$ cat src/rtl/xac_pkg.sv
package xac_pkg;

    typedef enum logic [1:0] {
        M_NORMAL = 2'd0,
        M_REPEAT = 2'd1,
        M_BLOCK  = 2'd2,
        M_ALT    = 2'd3
    } mode_e;

    typedef enum logic [1:0] {
        S_FIXED = 2'd0,
        S_INC   = 2'd1,
        S_DEC   = 2'd2,
        S_HOLD  = 2'd3
    } step_e;

    typedef enum logic {
        ST_IDLE = 1'b0,
        ST_MOVE = 1'b1
    } phase_e;

endpackage

$ cat src/rtl/xac_stepper.sv
module xac_stepper
    import xac_pkg::*;
#(
    parameter int AW = 32,
    parameter int HW = 8
) (
    input  logic [AW-1:0] ptr_i,
    input  step_e         step_i,
    input  logic [1:0]    sz_i,
    input  logic          rewind_i,
    input  logic [HW:0]   area_i,
    output logic [AW-1:0] ptr_o
);
    localparam int PADW = AW - HW - 1;

    logic [AW-1:0] delta;
    logic [AW-1:0] span;
    logic [AW-1:0] stepped;
    logic [AW-1:0] rewound;

    always_comb begin
        delta = {{(AW-1){1'b0}}, 1'b1} << sz_i;
        span  = {{PADW{1'b0}}, area_i} << sz_i;
        case (step_i)
            S_INC: begin
                stepped = ptr_i + delta;
                rewound = stepped - span;
            end
            S_DEC: begin
                stepped = ptr_i - delta;
                rewound = stepped + span;
            end
            default: begin
                stepped = ptr_i;
                rewound = ptr_i;
            end
        endcase
        ptr_o = rewind_i ? rewound : stepped;
    end

endmodule

$ cat src/rtl/xac_count.sv
module xac_count
    import xac_pkg::*;
#(
    parameter int CW = 16
) (
    input  mode_e          mode_i,
    input  logic [CW-1:0]  cnt_a_i,
    input  logic [CW-1:0]  cnt_b_i,
    output logic [CW-1:0]  cnt_a_o,
    output logic [CW-1:0]  cnt_b_o,
    output logic [CW/2:0]  area_o,
    output logic           last_o,
    output logic           wrap_o,
    output logic           end_o
);
    localparam int HW = CW / 2;

    logic [HW-1:0] hi;
    logic [HW-1:0] lo;
    logic [HW-1:0] lo_n;
    logic          lo_one;

    always_comb begin
        hi     = cnt_a_i[CW-1:HW];
        lo     = cnt_a_i[HW-1:0];
        lo_one = (lo == {{(HW-1){1'b0}}, 1'b1});
        area_o = (hi == '0) ? {1'b1, {HW{1'b0}}} : {1'b0, hi};
        lo_n   = lo_one ? hi : lo - 1'b1;

        cnt_a_o = cnt_a_i;
        cnt_b_o = cnt_b_i;
        last_o  = 1'b1;
        wrap_o  = 1'b0;
        end_o   = 1'b0;

        case (mode_i)
            M_REPEAT: begin
                cnt_a_o = {hi, lo_n};
                wrap_o  = lo_one;
            end
            M_BLOCK: begin
                cnt_a_o = {hi, lo_n};
                wrap_o  = lo_one;
                last_o  = lo_one;
                if (lo_one) begin
                    cnt_b_o = cnt_b_i - 1'b1;
                    end_o   = (cnt_b_i == {{(CW-1){1'b0}}, 1'b1});
                end
            end
            default: begin
                cnt_a_o = cnt_a_i - 1'b1;
                end_o   = (cnt_a_i == {{(CW-1){1'b0}}, 1'b1});
            end
        endcase
    end

endmodule

$ cat src/rtl/xfer_addr_ctr.sv
module xfer_addr_ctr
    import xac_pkg::*;
#(
    parameter int AW = 32,
    parameter int CW = 16
) (
    input  logic          clk,
    input  logic          rst_n,
    input  logic          start_i,
    input  logic [1:0]    mode_i,
    input  logic [1:0]    size_i,
    input  logic [1:0]    src_step_i,
    input  logic [1:0]    dst_step_i,
    input  logic          area_dst_i,
    input  logic          irq_each_i,
    input  logic [AW-1:0] src_i,
    input  logic [AW-1:0] dst_i,
    input  logic [CW-1:0] cnt_a_i,
    input  logic [CW-1:0] cnt_b_i,
    output logic          rd_req_o,
    output logic [AW-1:0] rd_addr_o,
    output logic          wr_req_o,
    output logic [AW-1:0] wr_addr_o,
    output logic          busy_o,
    output logic          done_o,
    output logic [AW-1:0] src_o,
    output logic [AW-1:0] dst_o,
    output logic [CW-1:0] cnt_a_o,
    output logic [CW-1:0] cnt_b_o,
    output logic          end_o,
    output logic          irq_o
);
    localparam int HW    = CW / 2;
    localparam int SIDES = 2;

    typedef struct packed {
        phase_e                     st;
        mode_e                      mode;
        logic [1:0]                 sz;
        step_e [SIDES-1:0]          step;
        logic                       area_dst;
        logic                       irq_each;
        logic [SIDES-1:0][AW-1:0]   ptr;
        logic [CW-1:0]              ca;
        logic [CW-1:0]              cb;
        logic                       done;
        logic                       irq;
        logic                       endc;
    } ctr_state_t;

    ctr_state_t q, d;

    logic [CW-1:0]            ca_nxt;
    logic [CW-1:0]            cb_nxt;
    logic [HW:0]              area_len;
    logic                     cnt_last;
    logic                     cnt_wrap;
    logic                     cnt_end;
    logic [SIDES-1:0][AW-1:0] ptr_nxt;
    logic [SIDES-1:0]         rewind;

    xac_count #(.CW(CW)) u_count (
        .mode_i  (q.mode),
        .cnt_a_i (q.ca),
        .cnt_b_i (q.cb),
        .cnt_a_o (ca_nxt),
        .cnt_b_o (cb_nxt),
        .area_o  (area_len),
        .last_o  (cnt_last),
        .wrap_o  (cnt_wrap),
        .end_o   (cnt_end)
    );

    for (genvar s = 0; s < SIDES; s++) begin : g_side
        assign rewind[s] = cnt_wrap && (q.area_dst == (s == 1));
        xac_stepper #(.AW(AW), .HW(HW)) u_step (
            .ptr_i    (q.ptr[s]),
            .step_i   (q.step[s]),
            .sz_i     (q.sz),
            .rewind_i (rewind[s]),
            .area_i   (area_len),
            .ptr_o    (ptr_nxt[s])
        );
    end

    always_comb begin
        d      = q;
        d.done = 1'b0;
        d.irq  = 1'b0;
        d.endc = 1'b0;
        case (q.st)
            ST_IDLE: begin
                if (start_i) begin
                    d.st       = ST_MOVE;
                    d.mode     = mode_e'(mode_i);
                    d.sz       = (size_i == 2'd3) ? 2'd2 : size_i;
                    d.step[0]  = step_e'(src_step_i);
                    d.step[1]  = step_e'(dst_step_i);
                    d.area_dst = area_dst_i;
                    d.irq_each = irq_each_i;
                    d.ptr[0]   = src_i;
                    d.ptr[1]   = dst_i;
                    d.ca       = cnt_a_i;
                    d.cb       = cnt_b_i;
                end
            end
            default: begin
                d.ptr = ptr_nxt;
                d.ca  = ca_nxt;
                d.cb  = cb_nxt;
                if (cnt_last) begin
                    d.st   = ST_IDLE;
                    d.done = 1'b1;
                    d.endc = cnt_end;
                    d.irq  = (q.mode != M_REPEAT) && (q.irq_each || cnt_end);
                end
            end
        endcase
    end

    always_ff @(posedge clk or negedge rst_n) begin
        if (!rst_n) q <= '0;
        else        q <= d;
    end

    assign busy_o    = (q.st == ST_MOVE);
    assign rd_req_o  = busy_o;
    assign wr_req_o  = busy_o;
    assign rd_addr_o = q.ptr[0];
    assign wr_addr_o = q.ptr[1];
    assign src_o     = q.ptr[0];
    assign dst_o     = q.ptr[1];
    assign cnt_a_o   = q.ca;
    assign cnt_b_o   = q.cb;
    assign done_o    = q.done;
    assign irq_o     = q.irq;
    assign end_o     = q.endc;


    fixed_src_chk: assert property (@(posedge clk) disable iff (!rst_n)
        (busy_o && (q.step[0] == S_FIXED || q.step[0] == S_HOLD)) |=> $stable(src_o));


    normal_dec_chk: assert property (@(posedge clk) disable iff (!rst_n)
        (busy_o && q.mode == M_NORMAL) |=> (cnt_a_o == $past(cnt_a_o) - 1'b1));


    repeat_quiet_chk: assert property (@(posedge clk) disable iff (!rst_n)
        (q.mode == M_REPEAT) |-> (!irq_o && !end_o));


    block_hold_chk: assert property (@(posedge clk) disable iff (!rst_n)
        (busy_o && q.mode == M_BLOCK && !cnt_last) |=> $stable(cnt_b_o));


    irq_with_done_chk: assert property (@(posedge clk) disable iff (!rst_n)
        irq_o |-> done_o);


    done_pulse_chk: assert property (@(posedge clk) disable iff (!rst_n)
        done_o |=> !done_o);

endmodule

$ cat config.mk
export PLATFORM = sky130hd
export DESIGN_NAME = xfer_addr_ctr
export DESIGN_NICKNAME = d
export VERILOG_FILES = /design/src/rtl/xac_pkg.sv /design/src/rtl/xac_stepper.sv /design/src/rtl/xac_count.sv /design/src/rtl/xfer_addr_ctr.sv
export SDC_FILE = /design/constraint.sdc
export NUM_CORES = 1
export LEC_CHECK = 0
export BUFFER_PORTS_ARGS = -buffer_cell sky130_fd_sc_hd__buf_2
export CORE_MARGIN = 2
export CORE_UTILIZATION = 45
export CTS_CLUSTER_SIZE = 8
export DETAILED_ROUTE_END_ITERATION = 6
export GPL_TIMING_DRIVEN = 0
export HOLD_SLACK_MARGIN = 0.12
export PLACE_DENSITY = 0.66
export RECOVER_POWER = 50
export SLEW_MARGIN = 0
export SYNTH_ARGS = -nofsm -noshare
export SYNTH_HDL_FRONTEND = slang
export SYNTH_SLANG_ARGS = --single-unit
export TNS_END_PERCENT = 1
$ cat constraint.sdc
create_clock -name clk -period 12 [get_ports clk]
set_input_delay 1.2 -clock clk [delete_from_list [all_inputs] [get_ports clk]]
set_output_delay 1.2 -clock clk [all_outputs]
set_load 0.01 [all_outputs]
# Word-level counts from Yosys, hierarchy flattened

Cells that the tools add are included.
W data, S select, Z words.

RAM bits: 0
Output and inout bits: 166
Bits in latches: 0
ROM bits: 0
Input port bits: 109
Register bits: 110
Memories: 0
Word-level logic and storage cells: 80

Add/subtract/negate cells: 11
Mux-type cells: 22
Shift operators: 2
Multipliers: 0
Reduce and logical (&&, ||, !) cells: 12
Bitwise logic cells: 2
$lt $le $gt $ge: 0
Equal/unequal tests: 16
Divide/modulo/power cells: 0

Operators by type and width:

| kind                    | count |
|---|---|
| $pmux W32 S2            | 4 |
| $add A32 B32 Y32        | 4 |
| $sub A32 B32 Y32        | 4 |
| $mux W107               | 1 |
| $mux W96                | 1 |
| $mux W32                | 2 |
| $mux W16                | 3 |
| $eq A16 B1 Y1 const B   | 2 |
| $shl A1 B2 Y32 const A  | 1 |
| $shl A9 B2 Y32          | 1 |
| $sub A16 B1 Y16 const B | 2 |
| $mux W9                 | 1 |
| $eq A2 B2 Y1 const B    | 4 |
| $eq A8 B1 Y1 const B    | 1 |
| $logic_not A8 Y1        | 1 |
| $mux W8                 | 1 |
| $reduce_and A2 Y1       | 4 |
| $sub A8 B1 Y8 const B   | 1 |
| $eq A2 B1 Y1 const B    | 3 |
| $mux W3                 | 2 |
| $ne A2 B1 Y1 const B    | 3 |
| $ne A3 B1 Y1 const B    | 2 |
| $mux W1                 | 5 |
| $logic_and A1 B1 Y1     | 3 |
| other kinds (8)         | 9 |

# Depth between registers and ports, before layout

Gate-level depths: netlist of run 1.

Depth in word-level cells: 7
Mapped depth: 23
Depth with buffers taken out: 20

# Hierarchy

Synthesis of run 1 repeated with hierarchy kept, for this count alone.

Cell total of the unflattened synthesis: 2340
Area total of the unflattened synthesis: 17446.7 um2

Modules (own cells, without submodules):

| module                          | instances | area an instance (um2) | seq. area each (um2) | cells an instance |
|---|---|---|---|---|
| xfer_addr_ctr                   | 1         | 6182.2                 | 2752.6               | 613 |
| xac_stepper at g_side[1].u_step | 1         | 5297.6                 | 0.0                  | 810 |
| xac_stepper at g_side[0].u_step | 1         | 5033.6                 | 0.0                  | 786 |
| xac_count                       | 1         | 933.4                  | 0.0                  | 131 |

# Least setup slack after synthesis of run 1

No wires, ideal clock.

Path kind: reg-to-reg
Start point: register q[106] in the netlist's numbering
End point: register q, in the netlist dst_o[25]
Arrival: 4.862 ns
Stages on the path, launching flop included: 21
Path slack: 7.004 ns
Clock period less this slack: 4.996 ns
Data required time: 11.866 ns
Path buffers: 3
Library setup time: 0.134 ns
Cells stage by stage: dfrtp_1 > clkbuf_1 > buf_1 > nor2_1 > ha_1 > fa_1 > nor2b_1 > o31ai_1 > clkbuf_1 > nor3_1 > xor2_1 > ha_1 > a21oi_1 > o211ai_1 > o21a_1 > a2111o_1 > nor4_1 > nand3_1 > xor2_1 > a222oi_1 > o21ai_1

Word-level cells in the longest chain between the ends: 6
Elaborated cells between the ends (all ways): 10
Those cells by class: 4 x add/sub; 2 x shift; 4 x mux

Ends and longest elaborated chain:

| element                                                     | RTL line                             | RTL |
|---|---|---|
| from (decl)                                                 | xfer_addr_ctr.sv:51                  | `ctr_state_t q, d;` |
| from (signal assigned)                                      | xfer_addr_ctr.sv:122                 | `if (!rst_n) q <= '0;` |
| from (signal assigned)                                      | xfer_addr_ctr.sv:123                 | `else q <= d;` |
| $shl A1 B2 Y32                                              | xac_stepper.sv:22                    | `delta = {{(AW-1){1'b0}}, 1'b1} << sz_i;` |
| $sub A32 B32 Y32 / $add A32 B32 Y32 (equally long branches) | xac_stepper.sv:30, xac_stepper.sv:26 |  |
| $add A32 B32 Y32 / $sub A32 B32 Y32 (equally long branches) | xac_stepper.sv:31, xac_stepper.sv:27 |  |
| $pmux W32 S2                                                | xac_stepper.sv:24                    | `case (step_i)` |
| $mux W32 (*)                                                | xac_stepper.sv:38                    | `ptr_o = rewind_i ? rewound : stepped;` |
| $mux W96 (*)                                                | xfer_addr_ctr.sv:91                  | `case (q.st)` |

Every way passes the cells marked *; elsewhere a longest branch is shown, timed or not.
A chain may end at the register's enable or synchronous reset.

# Final worst setup path of run 1

Start point: register q[106] in the netlist's numbering
End point: register q, in the netlist dst_o[28]

Same word-level chain as after synthesis.

==> results of run 1 <==
registers in the layout, indices dropped and copies added, names as in the netlist:
name,count
cnt_a_o,16
busy_o,1
q,10
end_o,1
irq_o,1
rd_addr_o,32
done_o,1
dst_o,32
cnt_b_o,16
area by class of cell:
type                    instances  share of cell area [%]
plain buffers                 308                    10.1
clock buffers                  10                    1.29
clock inverters                 6                   0.474
inverters                      57                    1.21
multi-input cells            1657                    60.8
flip-flops and latches        110                    15.6
well taps                     448                    3.17
repair buffers                275                    7.38
layout by cell type, fill, tap and decap left out, types with 17 or more instances in the layout:
cell type | Yosys | final
a211oi_1 | 29 | 29
a21oi_1 | 99 | 99
a31oi_1 | 28 | 28
and3_1 | 19 | 19
buf_2 | 8 | 226
buf_4 | 162 | 135
clkbuf_1 | 126 | 184
clkbuf_4 | 0 | 27
dfrtp_1 | 110 | 110
ha_1 | 70 | 70
inv_1 | 57 | 57
mux2i_1 | 27 | 27
nand2_1 | 237 | 237
nand2b_1 | 31 | 31
nand3_1 | 86 | 86
nand4_1 | 33 | 33
nor2_1 | 166 | 166
nor2b_1 | 17 | 17
nor3_1 | 71 | 71
nor4_1 | 28 | 28
o211ai_1 | 49 | 49
o21a_1 | 20 | 20
o21ai_0 | 128 | 128
o31ai_1 | 19 | 19
or2_2 | 21 | 21
or3_1 | 34 | 34
or4_1 | 20 | 20
xnor2_1 | 103 | 103
xor2_1 | 78 | 78
tightest hold or removal path, cell delays in order, from the launching register on:
cell and delay, ns:
dfrtp_1 0.36, nand2_1 0.05, nand2_1 0.06
cell families after synthesis:
group / share of synthesized area [%]
compound gates: 23.2
xor+xnor: 10.2
fa+ha+maj: 6.68
buf+inv: 12.9
flops: 17.8
mux: 2.98
simple gates: 26.3
where the power goes:
| part | internal, mW | total (mW) | switching [mW] |
|---|---|---|---|
| logic | 2.04 | 5.26 | 3.22 |
| registers | 0.554 | 0.818 | 0.264 |
| clock network | 0.170 | 0.359 | 0.189 |
layer usage:
layer  vias to the layer above  track usage, %  wire length (µm)
li1                       8133               -                 -
met1                      8472            47.2             27900
met2                       968            61.8             31500
met3                       212            6.44              5940
met4                         0            21.3              4190
met5                         -               0                 0
path summary, 6_finish.rpt:
path / start / end
max: q[106]$_DFFE_PN0P_ / dst_o[28]$_DFFE_PN0P_
min: q[99]$_DFFE_PN0P_ / q[99]$_DFFE_PN0P_
max reg2reg: q[106]$_DFFE_PN0P_ / dst_o[28]$_DFFE_PN0P_
min reg2reg: q[99]$_DFFE_PN0P_ / q[99]$_DFFE_PN0P_
max in group asynchronous: rst_n / rd_addr_o[11]$_DFFE_PN0P_
min in group asynchronous: rst_n / dst_o[29]$_DFFE_PN0P_
per-stage QoR:
| stage | util, % | cells | total power, mW | instance area (µm²) |
|---|---|---|---|---|
| final | 52.5 | 2871 | 6.44 | 17700 |
| after global routing | 52.5 | 2871 | 6.90 | 17700 |
| after CTS | 52.8 | 2871 | 6.33 | 17800 |
| after detailed placement | 51.8 | 2855 | 5.94 | 17500 |
| after global placement | 51.7 | 2854 | 5.88 | 17400 |
| after floorplan | - | 2132 | 4.42 | 15500 |
==> reports/qor.yml, run 1 <==
status: "complete, but fails checks"
violations: "capacitance limit, slew limit"
path_class: "reg2reg"
clock_skew_ns: 0.0155
cts_tree: "done"
num_vias: 17785
io_pins: 275
numCtsBuffers: 9
power.density_mw_per_mm2: 364
worstPathArrival_ns: 7.49
dieArea_mm2: 0.0360
cts_buffer_depth: 2
reg2regPathDepth: 19
cts_sinks: 110
crit_buf_inv: 4
postRouteAntennaNets: 0
crit_cells: 19
ys_ff_latch: 110
cp-start-kind: "register"
holdPathStages: 2
grt_pass1_wl_um: 103000
initial_utilization_pct: 46.0
clk_latency_ns: 0.41
ys_warn_count: 0
yosysMostFrequentCell: "nand2_1"
crit_family: "compound AO/OA/AOI/OAI gates"
crit_fanout: 10
via_per_inst: 6.19
drt-initial-drc-count: 1908
synth_ff_type: "dfrtp_1"
async_reset_ff_share_pct: 100
avgSynthCellArea_um2: 7.27
track_usage_pct: 37.8
routedWlPerCell_um: 24.2
hold_buffers: 0
min_path_type: "reg2reg"
finalHoldViolCount: 0
min_period_ns: 7.21
ys_types: 84
cp_slowest_cell: "a21oi_1"
area_growth_pct: 14.0
htreeDepth: 3
fin_setup_tns_ns: 0
worst_slack_ns: 4.79
grt_overflow: 0
path_clk_slew_ns: 0.09
yosys.area.top_type: "dfrtp_1"
place_hpwl_um: 54500
numPortBuffers: 274
dr.pass1.iters: 6
critPathCaptureType: "register"
grt_antenna_before_repair: 1
fmax_mhz: 139
worst_pin_slew_ns: 5.06
reg2reg_slack_ns: 4.79
ys_top_cells_by_area: "dfrtp_1 18%, buf_4 7.8%, xnor2_1 5.8%"
netlist.area_leader.share_pct: 17.8
maxSlewViolCount: 118
die_h_um: 190
cp_cell_sequence: "clkbuf_1 -> buf_1 -> nand2_1 -> ha_1 -> clkbuf_1 -> inv_1 -> a21oi_1 -> and2_1 -> nor2_1 -> xor2_1 -> ha_1 -> a2111oi_0 -> a211oi_1 -> a221o_1 -> nor4_1 -> nand4_1 -> xnor2_1 -> a222oi_1 -> o21ai_1"
synth_area_mm2: 0.0155
seq_area_mm2: 0.00275
num_antenna_cells: 0
fillers: 3391
synth.yosys.seq_area_share_pct: 17.8
grt_max_degree: 84
grt_pass1_vias: 16946
drt-total-wl_um: 69500
drive_gt1_share_pct: 19.0
ctsResizeCount: 0
worst-endpoint-required_ns: 12.28
slew_headroom_pct: -237
period_share_pct: 60.1
pre_cts_slack_ns: 5.11
rows: 67
multiInputGateArea_mm2: 0.0108
synth_nets: 2319
cts_setup_buffers: 0
finalSetupViolCount: 0
drc: 0
max_stage_delay_ns: 0.78
p_leak_nw: 7.33
whs_ns: 0.494
ir_drop_v: 0.000148
synth_cells: 2132
synthTopCellsByCount: "237 x nand2_1, 166 x nor2_1, 162 x buf_4, 128 x o21ai_0, 126 x clkbuf_1"
rsz0062_at_grt: "no"
layout.nets: 2605
cap_violations: 3
synth-edff-count: 0
cts_root_buffer: "clkbuf_16"
die_w_um: 190
gp_congestion: 1.02
core_mm2: 0.0337
No activity file was read; power rests on OpenSTA's default activity.
==> run 2: changes to the inputs <==
Settings changed: ABC_AREA set to 1, PLACE_DENSITY 0.66 to 0.68.
Clock period 12 ns to 6.15 ns, I/O delays scaled along.
==> run 2 against run 1 <==
  * The run ends with DRC, capacitance limit, slew limit left
  * First-iteration DRC count increased by 25%
  * Sequential share of layout area shrank 1.9 points
  * Critical path depth up 10
  * Synthesized area rose by 15%
  * Worst setup slack worse by 4.5 ns
  * Clock-buffer cell count down 1
  * Register-to-register slack lost 4.5 ns
  * Die area grew 15%
  * Hold slack worse by 0.098 ns
  * Critical endpoint is now rd_addr_o[30]$_DFFE_PN0P_
  * Highest routed layer is now met5
==> reports/qor.yml, run 2 <==
status: "complete, but fails checks"
violations: "DRC, capacitance limit, slew limit"
io_pins: 275
finalSetupViolCount: 0
maxSlewViolCount: 113
min_period_ns: 5.86
drc: 1
numPortBuffers: 274
synth_ff_type: "dfrtp_1"
multiInputGateArea_mm2: 0.0122
synth_cells: 3098
pre_cts_slack_ns: 0.531
fin_setup_tns_ns: 0
numCtsBuffers: 9
ctsResizeCount: 0
worst-endpoint-required_ns: 6.50
finalHoldViolCount: 0
cap_violations: 2
die_h_um: 203
seq_area_mm2: 0.00275
avgSynthCellArea_um2: 5.77
routedWlPerCell_um: 21.3
path_clk_slew_ns: 0.09
fillers: 4225
period_share_pct: 95.2
dr.pass1.iters: 7
core_mm2: 0.0389
slew_headroom_pct: -84.7
async_reset_ff_share_pct: 100
synth_nets: 3285
grt_pass1_vias: 20500
critPathCaptureType: "register"
grt_max_degree: 70
clk_latency_ns: 0.43
worst_pin_slew_ns: 2.77
r2r_end: "rd_addr_o[30]$_DFFE_PN0P_"
synth-edff-count: 0
clock_skew_ns: 0.0195
ys_warn_count: 0
rsz0062_at_grt: "no"
gp_congestion: 1.03
synth.yosys.seq_area_share_pct: 15.4
cp_slowest_cell: "nor2_1"
drt-initial-drc-count: 2389
cp_common_cell: "nand2_1"
drive_gt1_share_pct: 17.3
final_cells: 3911
grt_overflow: 0
yosysMostFrequentCell: "nand2_1"
netlist.area_leader.share_pct: 18.6
reg2regPathDepth: 29
cts_setup_buffers: 0
grt_antenna_before_repair: 2
layout.nets: 3571
yosys.area.top_type: "nand2_1"
die_w_um: 203
num_vias: 22488
synthTopCellsByCount: "887 x nand2_1, 395 x nor2_1, 308 x inv_1, 252 x nand3_1, 175 x o21ai_0"
path_class: "reg2reg"
track_usage_pct: 39.8
rows: 72
grt_pass1_wl_um: 124000
crit_fanout: 10
synth_area_mm2: 0.0179
crit_start: "q[105]$_DFFE_PN0P_"
postRouteAntennaNets: 0
ys_ff_latch: 110
whs_ns: 0.397
worstPathArrival_ns: 6.21
crit_end: "rd_addr_o[30]$_DFFE_PN0P_"
cts_root_buffer: "clkbuf_16"
final_common_cell: "nand2_1"
cts_sinks: 110
final_cell_mix: "887 x nand2_1, 395 x nor2_1, 308 x inv_1"
hold_buffers: 0
cts_tree: "done"
via_per_inst: 5.75
reg2reg_slack_ns: 0.29
ys_top_cells_by_area: "nand2_1 19%, dfrtp_1 15%, nor2_1 8.3%"
min_path_type: "in2reg"
worst_slack_ns: 0.292
fmax_mhz: 171
max_stage_delay_ns: 0.60
area_growth_pct: 12.8
drt-total-wl_um: 83400
initial_utilization_pct: 45.9
dieArea_mm2: 0.0413
cts_buffer_depth: 2
htreeDepth: 3
place_hpwl_um: 68300
placedCellCount: 3891
cp-start-kind: "register"
r2r_start: "q[105]$_DFFE_PN0P_"
ys_types: 55
[run 2: cell count changes after synthesis, sizes merged, moves of 32 or more]
cell / change
nand3: +184
o21ai: +47
nor2: +287
or3: -32
nand2: +678
clkbuf: -62
xnor2: -89
a21oi: +81
nor3: -51
inv: +267
[run 2: worst max-delay path: cells and delay by family, from the launching register on]
family,cells,cell delay (ns)
and+or+nand+nor,15,2.33
buffers and inverters,6,1.16
AOI/OAI and AO/OA,5,0.89
adders and majority gates,2,0.76
DFF,1,0.34
xor gates and xnor gates,1,0.30
[run 2: cells by family (layout without fill, tap and decap cells)]
logic type,count (synthesis),count (layout),synth area share (%)
adders and majority gates,78,78,5.80
DFF,110,110,15.4
other,0,4,0
and+or+nand+nor,1731,1731,42.0
buffers and inverters,594,885,16.4
AOI/OAI and AO/OA,506,506,16.5
xor gates and xnor gates,79,79,3.87
[run 2: worst min-delay path by stage]
stage,from,to,cells after the start
3_5_place_dp,q[101]$_DFFE_PN0P_,q[101]$_DFFE_PN0P_,2
4_1_cts,rst_n,rd_addr_o[3]$_DFFE_PN0P_,1
3_3_place_gp,q[101]$_DFFE_PN0P_,q[101]$_DFFE_PN0P_,2
6_report,cnt_b_i[10],cnt_b_o[10]$_DFFE_PN0P_,2
5_1_grt,cnt_b_i[10],cnt_b_o[10]$_DFFE_PN0P_,2
2_1_floorplan,rst_n,busy_o$_DFF_PN0_,0
[run 2: per-stage QoR]
| step | utilization (%) | area, µm² |
|---|---|---|
| floorplan | - | 17900 |
| global placement | 51.1 | 19900 |
| detailed placement | 51.2 | 19900 |
| CTS | 52.0 | 20200 |
| global route | 51.7 | 20100 |
| finish | 51.8 | 20100 |
[run 2: final cells by class]
cell class              instances  area share [%]
multi-input cells            2394            60.4
flip-flops and latches        110            13.7
plain buffers                 266            8.44
repair buffers                275            6.56
inverters                     328            6.12
well taps                     518            3.22
clock buffers                   9            1.12
clock inverters                 7           0.397
diodes                          4          0.0497
[run 2: per-layer routing]
metal / wire [µm] / share of wire, % / track usage [%] / vias up
met5: 13 / 0.016 / 0 / -
met4: 4210 / 5.0 / 19.2 / 2
met3: 9350 / 11 / 8.25 / 233
met2: 34700 / 42 / 59.2 / 1391
met1: 35100 / 42 / 54.7 / 10376
li1: - / - / - / 10486
Power of run 2 is not shown: default switching activity piles up to over one toggle a cycle in this logic, so the estimate is an artifact.
